--- src/rtl/pinmux_pkg.sv ---
package pinmux_pkg;
    localparam int WORD_W     = 32;
    localparam int SEL_W      = 8;
    localparam int PULL_UP_B  = 17;
    localparam int PULL_DIS_B = 16;

    typedef struct packed {
        logic             pull_up;
        logic             pull_dis;
        logic [SEL_W-1:0] sel;
    } pin_cfg_t;
endpackage

--- src/rtl/pinmux_regs.sv ---
module pinmux_regs
    import pinmux_pkg::*;
#(
    parameter int NUM_PINS = 4,
    parameter int ADDR_W   = 3
) (
    input  logic                            clk,
    input  logic                            rst,
    input  logic                            we,
    input  logic [ADDR_W-1:0]               addr,
    input  logic [WORD_W-1:0]               wdata,
    output logic [WORD_W-1:0]               rdata,
    input  logic [NUM_PINS-1:0]             illegal,
    output pin_cfg_t [NUM_PINS-1:0]         cfg,
    output logic [NUM_PINS-1:0]             err
);
    localparam int IDX_W = (NUM_PINS > 1) ? $clog2(NUM_PINS) : 1;

    pin_cfg_t [NUM_PINS-1:0] cfg_q;
    logic     [NUM_PINS-1:0] err_q;
    logic                    addr_ok;
    logic     [IDX_W-1:0]    idx;

    assign addr_ok = (32'(addr) < NUM_PINS);
    assign idx     = addr[IDX_W-1:0];

    always_ff @(posedge clk) begin
        if (rst) begin
            cfg_q <= '0;
            err_q <= '0;
        end else begin
            if (we && addr_ok) begin
                cfg_q[idx] <= '{pull_up:  wdata[PULL_UP_B],
                                pull_dis: wdata[PULL_DIS_B],
                                sel:      wdata[SEL_W-1:0]};
            end
            err_q <= err_q | illegal;
        end
    end

    always_comb begin
        rdata = '0;
        if (addr_ok) begin
            rdata[19:18]      = 2'b11;
            rdata[PULL_UP_B]  = cfg_q[idx].pull_up;
            rdata[PULL_DIS_B] = cfg_q[idx].pull_dis;
            rdata[SEL_W-1:0]  = cfg_q[idx].sel;
        end
    end

    assign cfg = cfg_q;
    assign err = err_q;
endmodule

--- src/rtl/pinmux_out_sel.sv ---
module pinmux_out_sel
    import pinmux_pkg::*;
#(
    parameter int NUM_PINS  = 4,
    parameter int NUM_FUNCS = 8,
    parameter int NUM_MODES = 4,
    parameter int FW        = 4,
    parameter logic [NUM_PINS*NUM_MODES*FW-1:0] MAP = '1
) (
    input  logic [NUM_PINS-1:0][SEL_W-1:0] pin_sel,
    input  logic [NUM_FUNCS-1:0]           func_out,
    input  logic [NUM_FUNCS-1:0]           func_oe,
    output logic [NUM_PINS-1:0]            pad_out,
    output logic [NUM_PINS-1:0]            pad_oe,
    output logic [NUM_PINS-1:0]            sel_valid,
    output logic [NUM_PINS-1:0][FW-1:0]    sel_func,
    output logic [NUM_PINS-1:0]            illegal
);
    for (genvar p = 0; p < NUM_PINS; p++) begin : g_pin
        logic [FW-1:0] entry;
        logic          in_table;
        logic          valid;
        logic          drv;
        logic          en;

        always_comb begin
            in_table = (pin_sel[p] != '0) && (32'(pin_sel[p]) < NUM_MODES);
            entry    = '1;
            if (in_table) begin
                entry = MAP[(p*NUM_MODES + 32'(pin_sel[p]))*FW +: FW];
            end
            valid = in_table && (32'(entry) < NUM_FUNCS);
        end

        always_comb begin
            drv = 1'b0;
            en  = 1'b0;
            for (int f = 0; f < NUM_FUNCS; f++) begin
                if (valid && (32'(entry) == f)) begin
                    drv = func_out[f];
                    en  = func_oe[f];
                end
            end
        end

        assign pad_out[p]   = drv;
        assign pad_oe[p]    = en;
        assign sel_valid[p] = valid;
        assign sel_func[p]  = entry;
        assign illegal[p]   = (pin_sel[p] != '0) && !valid;
    end
endmodule

--- src/rtl/pinmux_in_route.sv ---
module pinmux_in_route #(
    parameter int NUM_PINS  = 4,
    parameter int NUM_FUNCS = 8,
    parameter int NUM_MODES = 4,
    parameter int FW        = 4,
    parameter logic [NUM_PINS*NUM_MODES*FW-1:0] MAP = '1,
    parameter logic [NUM_FUNCS-1:0] DSIS_EN  = '0,
    parameter logic [NUM_FUNCS-1:0] DSIS_VAL = '0
) (
    input  logic [NUM_PINS-1:0]         pad_in,
    input  logic [NUM_PINS-1:0]         sel_valid,
    input  logic [NUM_PINS-1:0][FW-1:0] sel_func,
    output logic [NUM_FUNCS-1:0]        func_in
);
    function automatic int home_pin(int f);
        int h;
        h = -1;
        for (int p = NUM_PINS - 1; p >= 0; p--) begin
            for (int m = 1; m < NUM_MODES; m++) begin
                if (32'(MAP[(p*NUM_MODES + m)*FW +: FW]) == f) h = p;
            end
        end
        return h;
    endfunction

    for (genvar f = 0; f < NUM_FUNCS; f++) begin : g_func
        localparam int HOME = home_pin(f);
        logic shared;
        logic v;

        if (HOME >= 0) begin : g_home
            assign shared = pad_in[HOME];
        end else begin : g_nohome
            assign shared = 1'b0;
        end

        always_comb begin
            v = DSIS_EN[f] ? DSIS_VAL[f] : shared;
            for (int p = NUM_PINS - 1; p >= 0; p--) begin
                if (sel_valid[p] && (32'(sel_func[p]) == f)) v = pad_in[p];
            end
        end

        assign func_in[f] = v;
    end
endmodule

--- src/rtl/pinmux_ctrl.sv ---
module pinmux_ctrl
    import pinmux_pkg::*;
#(
    parameter int NUM_PINS   = 4,
    parameter int NUM_FUNCS  = 8,
    parameter int NUM_MODES  = 4,
    parameter int FUNC_IDX_W = 4,
    parameter int ADDR_W     = 3,
    parameter logic [NUM_PINS*NUM_MODES*FUNC_IDX_W-1:0] MAP = 64'h603F_532F_F21F_410F,
    parameter logic [NUM_FUNCS-1:0] DSIS_EN  = 8'hA4,
    parameter logic [NUM_FUNCS-1:0] DSIS_VAL = 8'h84
) (
    input  logic                 clk,
    input  logic                 rst,
    input  logic                 reg_we,
    input  logic [ADDR_W-1:0]    reg_addr,
    input  logic [31:0]          reg_wdata,
    output logic [31:0]          reg_rdata,
    input  logic [NUM_FUNCS-1:0] func_out,
    input  logic [NUM_FUNCS-1:0] func_oe,
    output logic [NUM_FUNCS-1:0] func_in,
    input  logic [NUM_PINS-1:0]  pad_in,
    output logic [NUM_PINS-1:0]  pad_out,
    output logic [NUM_PINS-1:0]  pad_oe,
    output logic [NUM_PINS-1:0]  pad_pull_en,
    output logic [NUM_PINS-1:0]  pad_pull_up,
    output logic [NUM_PINS-1:0]  mode_err
);
    pin_cfg_t [NUM_PINS-1:0]                 cfg;
    logic     [NUM_PINS-1:0][SEL_W-1:0]      pin_sel;
    logic     [NUM_PINS-1:0]                 sel_valid;
    logic     [NUM_PINS-1:0][FUNC_IDX_W-1:0] sel_func;
    logic     [NUM_PINS-1:0]                 illegal;

    pinmux_regs #(.NUM_PINS(NUM_PINS), .ADDR_W(ADDR_W)) regs_i (
        .clk(clk), .rst(rst), .we(reg_we), .addr(reg_addr),
        .wdata(reg_wdata), .rdata(reg_rdata), .illegal(illegal),
        .cfg(cfg), .err(mode_err)
    );

    for (genvar p = 0; p < NUM_PINS; p++) begin : g_pad
        assign pin_sel[p]     = cfg[p].sel;
        assign pad_pull_en[p] = ~cfg[p].pull_dis;
        assign pad_pull_up[p] = cfg[p].pull_up;
    end

    pinmux_out_sel #(
        .NUM_PINS(NUM_PINS), .NUM_FUNCS(NUM_FUNCS), .NUM_MODES(NUM_MODES),
        .FW(FUNC_IDX_W), .MAP(MAP)
    ) out_i (
        .pin_sel(pin_sel), .func_out(func_out), .func_oe(func_oe),
        .pad_out(pad_out), .pad_oe(pad_oe), .sel_valid(sel_valid),
        .sel_func(sel_func), .illegal(illegal)
    );

    pinmux_in_route #(
        .NUM_PINS(NUM_PINS), .NUM_FUNCS(NUM_FUNCS), .NUM_MODES(NUM_MODES),
        .FW(FUNC_IDX_W), .MAP(MAP), .DSIS_EN(DSIS_EN), .DSIS_VAL(DSIS_VAL)
    ) in_i (
        .pad_in(pad_in), .sel_valid(sel_valid), .sel_func(sel_func),
        .func_in(func_in)
    );
endmodule

--- config.mk ---
export PLATFORM = sky130hd
export DESIGN_NAME = pinmux_ctrl
export DESIGN_NICKNAME = d
export VERILOG_FILES = /design/src/rtl/pinmux_pkg.sv /design/src/rtl/pinmux_regs.sv /design/src/rtl/pinmux_out_sel.sv /design/src/rtl/pinmux_in_route.sv /design/src/rtl/pinmux_ctrl.sv
export SDC_FILE = /design/constraint.sdc
export NUM_CORES = 1
export LEC_CHECK = 0
export BUFFER_PORTS_ARGS = -buffer_cell sky130_fd_sc_hd__buf_2
export CAP_MARGIN = 25
export CELL_PAD_IN_SITES_DETAIL_PLACEMENT = 1
export CELL_PAD_IN_SITES_GLOBAL_PLACEMENT = 1
export CORE_ASPECT_RATIO = 0.9
export CORE_MARGIN = 1.5
export CORE_UTILIZATION = 34
export CTS_BUF_LIST = sky130_fd_sc_hd__clkbuf_8
export DETAILED_ROUTE_END_ITERATION = 6
export GPL_ROUTABILITY_DRIVEN = 0
export PLACE_DENSITY = 0.84
export SYNTH_ARGS = -nofsm -noshare
export SYNTH_HDL_FRONTEND = slang
export SYNTH_SLANG_ARGS = --single-unit
--- constraint.sdc ---
create_clock -name clk -period 2 [get_ports clk]
set_clock_uncertainty 0.05 [all_clocks]
set_input_delay 0.3 -clock clk [delete_from_list [all_inputs] [get_ports clk]]
set_output_delay 0.3 -clock clk [all_outputs]
set_load 0.1 [all_outputs]
Word level (Yosys, flattened, before mapping)
Index checks and enable logic that the tools add are counted.

Memories kept: 0. Bits in registers: 44. Bits in read-only memories: 0. Bits of input ports: 58. Latch bits: 0. Bits in writable memories: 0. Output and inout bits: 60.

Reduce and logical (&&, ||, !) cells: 58. Shift operators: 4. Divide/modulo/power cells: 0. $add $sub $neg: 3. Bitwise gates (word level): 5. Equal/unequal tests: 28. Mux-type cells: 106. Multiply operators: 0. Magnitude comparators: 11.

Operators by type and width (number): $shiftx 64x33->4 const A (3); $mux 1 (95); $eq 4x3->1 const B (16); $shiftx 64x11->4 const A (1); $logic_and 1x1->1 (46); $bwmux 40 (1); $eq 4x2->1 const B (8); $lt 8x3->1 const B (4); $reduce_bool 8->1 (4); $bmux 10 s2 (1); $demux 10 s2 (1); $mux 10 (2); $mux 4 (5); $add 4x8->9 const A (2); $eq 4x1->1 const B (4); $logic_not 4->1 (4); $lt 4x4->1 const B (4); $add 3x8->9 const A (1); $mux 8 (1); $logic_not 1->1 (4); $not 1->1 (4); $or 4x4->4 (1); $lt 2x3->1 const B (1); $lt 3x3->1 const B (1); $ge 2x1->1 const B (1).

Longest topological paths before layout
Gate-level depths: netlist (run 1).

Word-level depth: 14. Depth in mapped cells: 6. Depth with buffers taken out: 4.

Cells and area by module
From an unflattened synthesis (run 1), not the netlist that was laid out.

Cells, all modules: 427. Area, all modules: 3575.9 sq um.

By module, submodules not included: pinmux_regs (area each 2233.4 sq um, times used 1, cells each 221); pinmux_in_route (area each 735.7 sq um, times used 1, cells each 108); pinmux_out_sel (area each 591.8 sq um, times used 1, cells each 94); pinmux_ctrl (area each 15.0 sq um, times used 1, cells each 4).

Least setup slack after synthesis (run 1)
No wires, ideal clock.

Kind: input to output. From: input port reg_addr[0]. To: output port reg_rdata[3]. Cell stages on the path: 3. Setup slack: 0.026 ns. Data arrival time: 1.624 ns. Data required time: 1.650 ns. Buffers on the path: 1. Path through: buf_2 -> mux4_1 -> and2_1.

Word-level cells in the longest chain between the ends: 3. Elaborated cells between the ends (all ways): 4. Classes of those cells: 1 x order compare; 3 x mux.

Ends and longest elaborated chain: from (decl) (line pinmux_ctrl.sv:16) `input logic [ADDR_W-1:0] reg_addr,`; $bmux 10 s2 (line pinmux_regs.sv:47) `rdata[SEL_W-1:0] = cfg_q[idx].sel;`; $mux 10; $mux 8 * (line pinmux_regs.sv:43) `if (addr_ok) begin`; to (decl) (line pinmux_ctrl.sv:18) `output logic [31:0] reg_rdata,`.

Every way passes the cells marked *; elsewhere a longest branch is shown, timed or not. The select of a mux whose other input is x is not followed.

Worst setup path in the final report (run 1)
From: register regs_i.cfg_q, in the netlist regs_i.cfg[3]. To: output port func_in[1].

Word-level cells in the longest chain between the ends: 7. Elaborated cells between the ends (all ways): 10. Classes of those cells: 2 x order compare; 1 x eq/ne; 1 x shift; 2 x mux; 4 x reduce/logical.

Ends and longest elaborated chain: from (decl) (line pinmux_regs.sv:19) `pin_cfg_t [NUM_PINS-1:0] cfg_q;`; from (signal, indexed assignment) (line pinmux_regs.sv:33) `cfg_q[idx] <= '{pull_up: wdata[PULL_UP_B],`; branches (longest 5 deep; another with $lt 4x4->1); $logic_and 1x1->1 * (line pinmux_in_route.sv:40) `if (sel_valid[p] && (32'(sel_func[p]) == f)) v = pad_in[p];`; $mux 1 * (line pinmux_in_route.sv:40); to (decl) (line pinmux_ctrl.sv:21) `output logic [NUM_FUNCS-1:0] func_in,`.

Every way passes the cells marked *.

==> results of run 1 <==
## Yosys cell counts
cell       count  share of area
nand2_1       88           0.13
a21oi_1       44          0.085
dfxtp_1       44           0.34
buf_4         42           0.12
nor2_1        22          0.032
and2_1        13          0.031
clkbuf_1      11          0.016
mux4_2         9          0.078
inv_1          7          0.010
mux2_2         6          0.026
nor2b_1        5          0.012
a22oi_1        4          0.012
mux2i_1        4          0.015
buf_2          3         0.0058
nand2b_1       3         0.0072
a211oi_1       2         0.0058
conb_1         2         0.0029
nor4_1         2         0.0048
nor4_2         2         0.0096
or2_2          2         0.0048
a221oi_2       1         0.0058
a22o_1         1         0.0034
a311oi_1       1         0.0034
a31o_2         1         0.0034
a31oi_1        1         0.0024
and3_1         1         0.0024
buf_1          1         0.0014
mux4_1         1          0.010
nand3_1        1         0.0019
nand3b_1       1         0.0029
nor3_1         1         0.0019
nor3b_1        1         0.0029
o2111ai_1      1         0.0034
o211ai_1       1         0.0029
or4_1          1         0.0029
xnor2_1        1         0.0034
## registers in the layout, summed over array words and instances (netlist names)
register	cells
regs_i.err	4
regs_i.cfg	40
## stage by stage
step                instances  TNS (ps)
detailed placement        497    -746.9
floorplan                 350         0
finish                    510     -2673
global route              510     -3281
CTS                       505     -1795
global placement          497    -365.2
## worst max-delay path, delay by kind of cell, from the launching register on
family	cells	cell delay, ps
mux	1	350
simple gates	1	350
buf+inv	1	170
flops	1	380
compound gates	2	530
## layer usage
| layer | GRT usage | up-vias | routed length (um) |
|---|---|---|---|
| li1 | - | 1211 | - |
| met1 | 0.3230 | 1383 | 4387 |
| met2 | 0.4481 | 187 | 5908 |
| met3 | 0.04610 | 64 | 811 |
| met4 | 0.1479 | 0 | 718 |
| met5 | 0 | - | 0 |
## power by group
group | switching [W] | internal [W]
combinational | 0.000573 | 0.000187
clock | 0.000325 | 0.000442
sequential | 0.0000277 | 0.000898
## final timing paths
path,cells past startpoint,to,slack (ps),startpoint
min reg2reg,2,regs_i.cfg[9],440,regs_i.cfg[9]
min,3,regs_i.cfg[26],230,reg_wdata[6]
max reg2reg,8,regs_i.err[3],380,regs_i.cfg[33]
max,5,func_in[1],-440,regs_i.cfg[3]
## what timing repair did
item                       in CTS  in global routing
resized for setup              65                 46
buffers inserted                2                  7
setup endpoints to repair      18                 22
hold buffers                    0                  0
pin swaps                      11                 14
## layout make-up
cell class	count	area, um2
Clock buffer	7	96.34
Clock inverter	1	30.03
Fill cell	872	3712
Inverter	7	26.28
Multi-Input combinational cell	242	1593
Sequential cell	44	909.6
Tap cell	96	120.1
Timing Repair Buffer	113	982.2
## kinds of logic after synthesis
| logic type | after synthesis | share of synthesized area |
|---|---|---|
| buf+inv | 64 | 0.1546 |
| flops | 44 | 0.3391 |
| compound gates | 57 | 0.1267 |
| simple gates | 143 | 0.2437 |
| mux | 20 | 0.1296 |
| other cells | 2 | 0.002891 |
| xor+xnor | 1 | 0.003372 |
==> metrics.txt, run 1 <==
fmax=410.5 MHz; power after layout=0.002452 W; H-tree Lvls=2; P_leak=1.546 nW; CP Launch Type=flip-flop; final worst slack=-436.1 ps; Initial Util=0.3477; cell row count=30; Detailed Route WL=roughly 12 mm; Post-Synthesis Cells=around 330; Tmin final=2436 ps; CTS Sinks=between 40 and 50; Power Dens Cells=about 650 nW/um2; Net count, final=roughly 470; Slew headroom=0.5724; Seq/Total Area, Yosys=0.3391; violated checks=setup timing; vias in the first global route=2903; first-pass GRT wire length=16.46 mm; Synth Cell Area=2597 um2; DR pass1 iterations=4; status=finished with violations; Yosys reg bits=44; RSZ-0062 raised after global routing=true; Via density=5.578; Final setup viols=11; die area=slightly above 8000 um2; DR vias=roughly 2.8k; VDD IR max=0.2915 mV; syn avg cell area=7.847 um2; Final period util=1.218; clock-pin slew on the worst setup and hold paths=~90 ps; HPWL Detailed=6.813 mm; Post-Layout Inst Area=3757 um2; CTS tree=yes; total CTS buffers=5; Fin Hold WS=roughly 230 ps; GRT overflow=0; share of cells above drive strength 1=0.4469; die height=85.92 um; max-cap viol count=0; Overall Global Routing Usage=0.2679; Crit Path Class=flip-flop to primary output; Starting DRT DRC Count=264; Die X=95.14 um; clock root buffer=clkbuf_8; Max stage delay on crit path=380 ps; HP Class=input pin to flip-flop; Netlist cell types=36; largest net degree at the start of global routing=29; clock latency on the worst-skew pair=~300 ps; Critical Path RT=between 1500 and 2000 ps; most frequent cells in the layout=nand2_1, buf_2, a21oi_1, buf_4, dfxtp_1; Fin. Hold Viols=0; WP data arrival=2090 ps; Setup WS pre-CTS=-248.7 ps; DP Area=3194 um2; drt wl/cell=around 23 um; buffers added on ports=72; # diodes=0; Synth-to-Final Area Change=44.65%; Final Max Tran Viols=0; CP max-delay cell=dfxtp_4; CP max FO=4; commonest non-fill, non-tap cell in the layout=nand2_1; DRC violations left=0; Cell Chain, Critical Path=nor4_4 > o211ai_1 > o2111ai_2 > mux2_4 > buf_12; endpoint class of the critical path=primary output; Core Util, Final=0.5030; ANT nets after route=0; I/O pin cnt=118; CTS Buffer Depth=2; core area=~7500 um2; Least-Margin Pin Slew=640.1 ps; initial antenna violation count=0; Synth Warn #=0
Note: power is estimated with default switching activity, not from simulation.
==> inputs of run 2 (changes only) <==
Settings changed: RECOVER_POWER set to 25.
==> run 2 against run 1 <==
Compared with the run above: the flow still finishes with violations (setup timing); critical path depth stayed put; register-to-register slack hardly changed; power hardly changed; cell area hardly changed; worst setup slack stayed put; sequential share of layout area hardly changed; wire length stayed put; critical path type unchanged; largest cell class unchanged.
==> metrics.txt, run 2 (synthesis gave the netlist of run 1 again) <==
initial antenna violation count=0 (unchanged); Critical Path Source=regs_i.cfg[3]; DRC violations left=0 (unchanged); share of cells above drive strength 1=0.4420 (-0.004831); I/O pin cnt=118 (unchanged); Initial Util=0.3477 (unchanged); clock latency on the worst-skew pair=300 ps (about the same); Die X=95.14 um (unchanged); clock-pin slew on the worst setup and hold paths=90 ps (about the same); max-cap viol count=0 (unchanged); WP data arrival=2090 ps (about the same); DR vias=2845 (unchanged); max reg flops=40 (unchanged); Least-Margin Pin Slew=1199 ps (+558.7 ps); FF-to-FF Start=regs_i.cfg[33]; die height=85.92 um (unchanged); Detailed Route WL=11.83 mm (unchanged); P_leak=1.540 nW (-0.36%); Setup WS pre-CTS=-248.7 ps (unchanged); endpoint class of the critical path=primary output; largest net degree at the start of global routing=29 (unchanged); HPWL Detailed=6.813 mm (unchanged); # diodes=0 (unchanged); fmax=410.5 MHz (unchanged); Power Dens Cells=652.9 nW/um2 (about the same); CTS Sinks=44 (unchanged); GRT overflow=0 (unchanged); Tmin final=2436 ps (unchanged); buffers added on ports=72 (unchanged); Slew headroom=0.2042 (-0.3681); ANT nets after route=0 (unchanged); DR pass1 iterations=4 (unchanged); first-pass GRT wire length=16.46 mm (unchanged); cell row count=30 (unchanged); status=finished with violations; commonest non-fill, non-tap cell in the layout=nand2_1; most frequent cells in the layout=nand2_1, buf_2, a21oi_1, buf_4, dfxtp_1; Fin Setup TNS=-2673 ps (unchanged); Final setup viols=11 (unchanged); Fin. Hold Viols=0 (unchanged); core area=7470 um2 (unchanged); Net count, final=471 (unchanged); clock root buffer=clkbuf_8; violated checks=setup timing; final worst slack=-436.1 ps (unchanged); Synth-to-Final Area Change=44.56% (about the same); Starting DRT DRC Count=264 (unchanged); vias in the first global route=2903 (unchanged); Hold Crit Start=reg_wdata[6]; Overall Global Routing Usage=0.2679 (unchanged); Critical Path RT=1650 ps (about the same); drt wl/cell=23.19 um (unchanged); CTS tree=yes; die area=8174 um2 (unchanged); CP Launch Type=flip-flop; Crit Path Class=flip-flop to primary output; Post-Layout Inst Area=3755 um2 (about the same); CTS Buffer Depth=2 (unchanged); Via density=5.578 (unchanged); VDD IR max=0.2915 mV (about the same); RSZ-0062 raised after global routing=true; CP max FO=4 (unchanged); total CTS buffers=5 (unchanged); Final Max Tran Viols=0 (unchanged); H-tree Lvls=2 (unchanged); HP Class=input pin to flip-flop; DP Area=3194 um2 (unchanged); Final period util=1.218 (unchanged)
run 2: changes by cell type in the layout (fill, tap and decap cells not counted):
| cell | previous run | this run |
|---|---|---|
| buf_2 | 51 | 49 |
| clkbuf_1 | 0 | 2 |
run 2: area by class of cell:
class                   count  area (um2)
flip-flops and latches     44       909.6
clock inverters             1       30.03
clock buffers               7       96.34
well taps                  96       120.1
repair buffers            113       979.7
multi-input cells         242        1593
inverters                   7       26.28
fillers                   874        3715
run 2: per-layer routing:
metal  vias up  global-route usage  wire (um)
met5         -                   0          0
met4         0              0.1479        718
met3        64             0.04610        811
met2       187              0.4481       5909
met1      1383              0.3230       4386
li1       1211                   -          -
run 2: stage by stage:
step	hold slack [ps]	cells	util	total power, W
2_1_floorplan	386.0	350	-	0.001481
4_1_cts	227.3	505	0.4792	0.002378
6_report	230.6	510	0.5027	0.002452
5_1_grt	228.4	510	0.5027	0.002501
3_5_place_dp	411.0	497	0.4276	0.001599
3_3_place_gp	398.4	497	0.4276	0.001581
run 2: report_power, final:
group | switching (W) | internal, W | total (W) | leakage (nW)
registers | 0.0000277 | 0.000898 | 0.000925 | 0.365
logic | 0.000573 | 0.000187 | 0.000759 | 1.11
clock network | 0.000325 | 0.000442 | 0.000767 | 0.0645
total | 0.000926 | 0.00153 | 0.00245 | 1.54
run 2: what timing repair did:
action,4_1_cts,5_1_grt
buffers inserted,2,7
pin swaps,11,14
hold buffers,0,0
gates cloned,0,0
resized for setup,65,46
endpoints found under the setup margin,18,22
run 2: worst paths after layout:
kind / to / slack [ps] / cells past startpoint
hold / removal: regs_i.cfg[26] / 230 / 3
setup / recovery: func_in[1] / -440 / 5
setup reg to reg: regs_i.err[3] / 380 / 8
hold reg to reg: regs_i.cfg[9] / 440 / 2
run 2: critical path, stage by stage, from the launching register on:
cell       delay [ps]
dfxtp_4           380
nor4_4            350
o211ai_1          240
o2111ai_2         290
mux2_4            350
buf_12            170
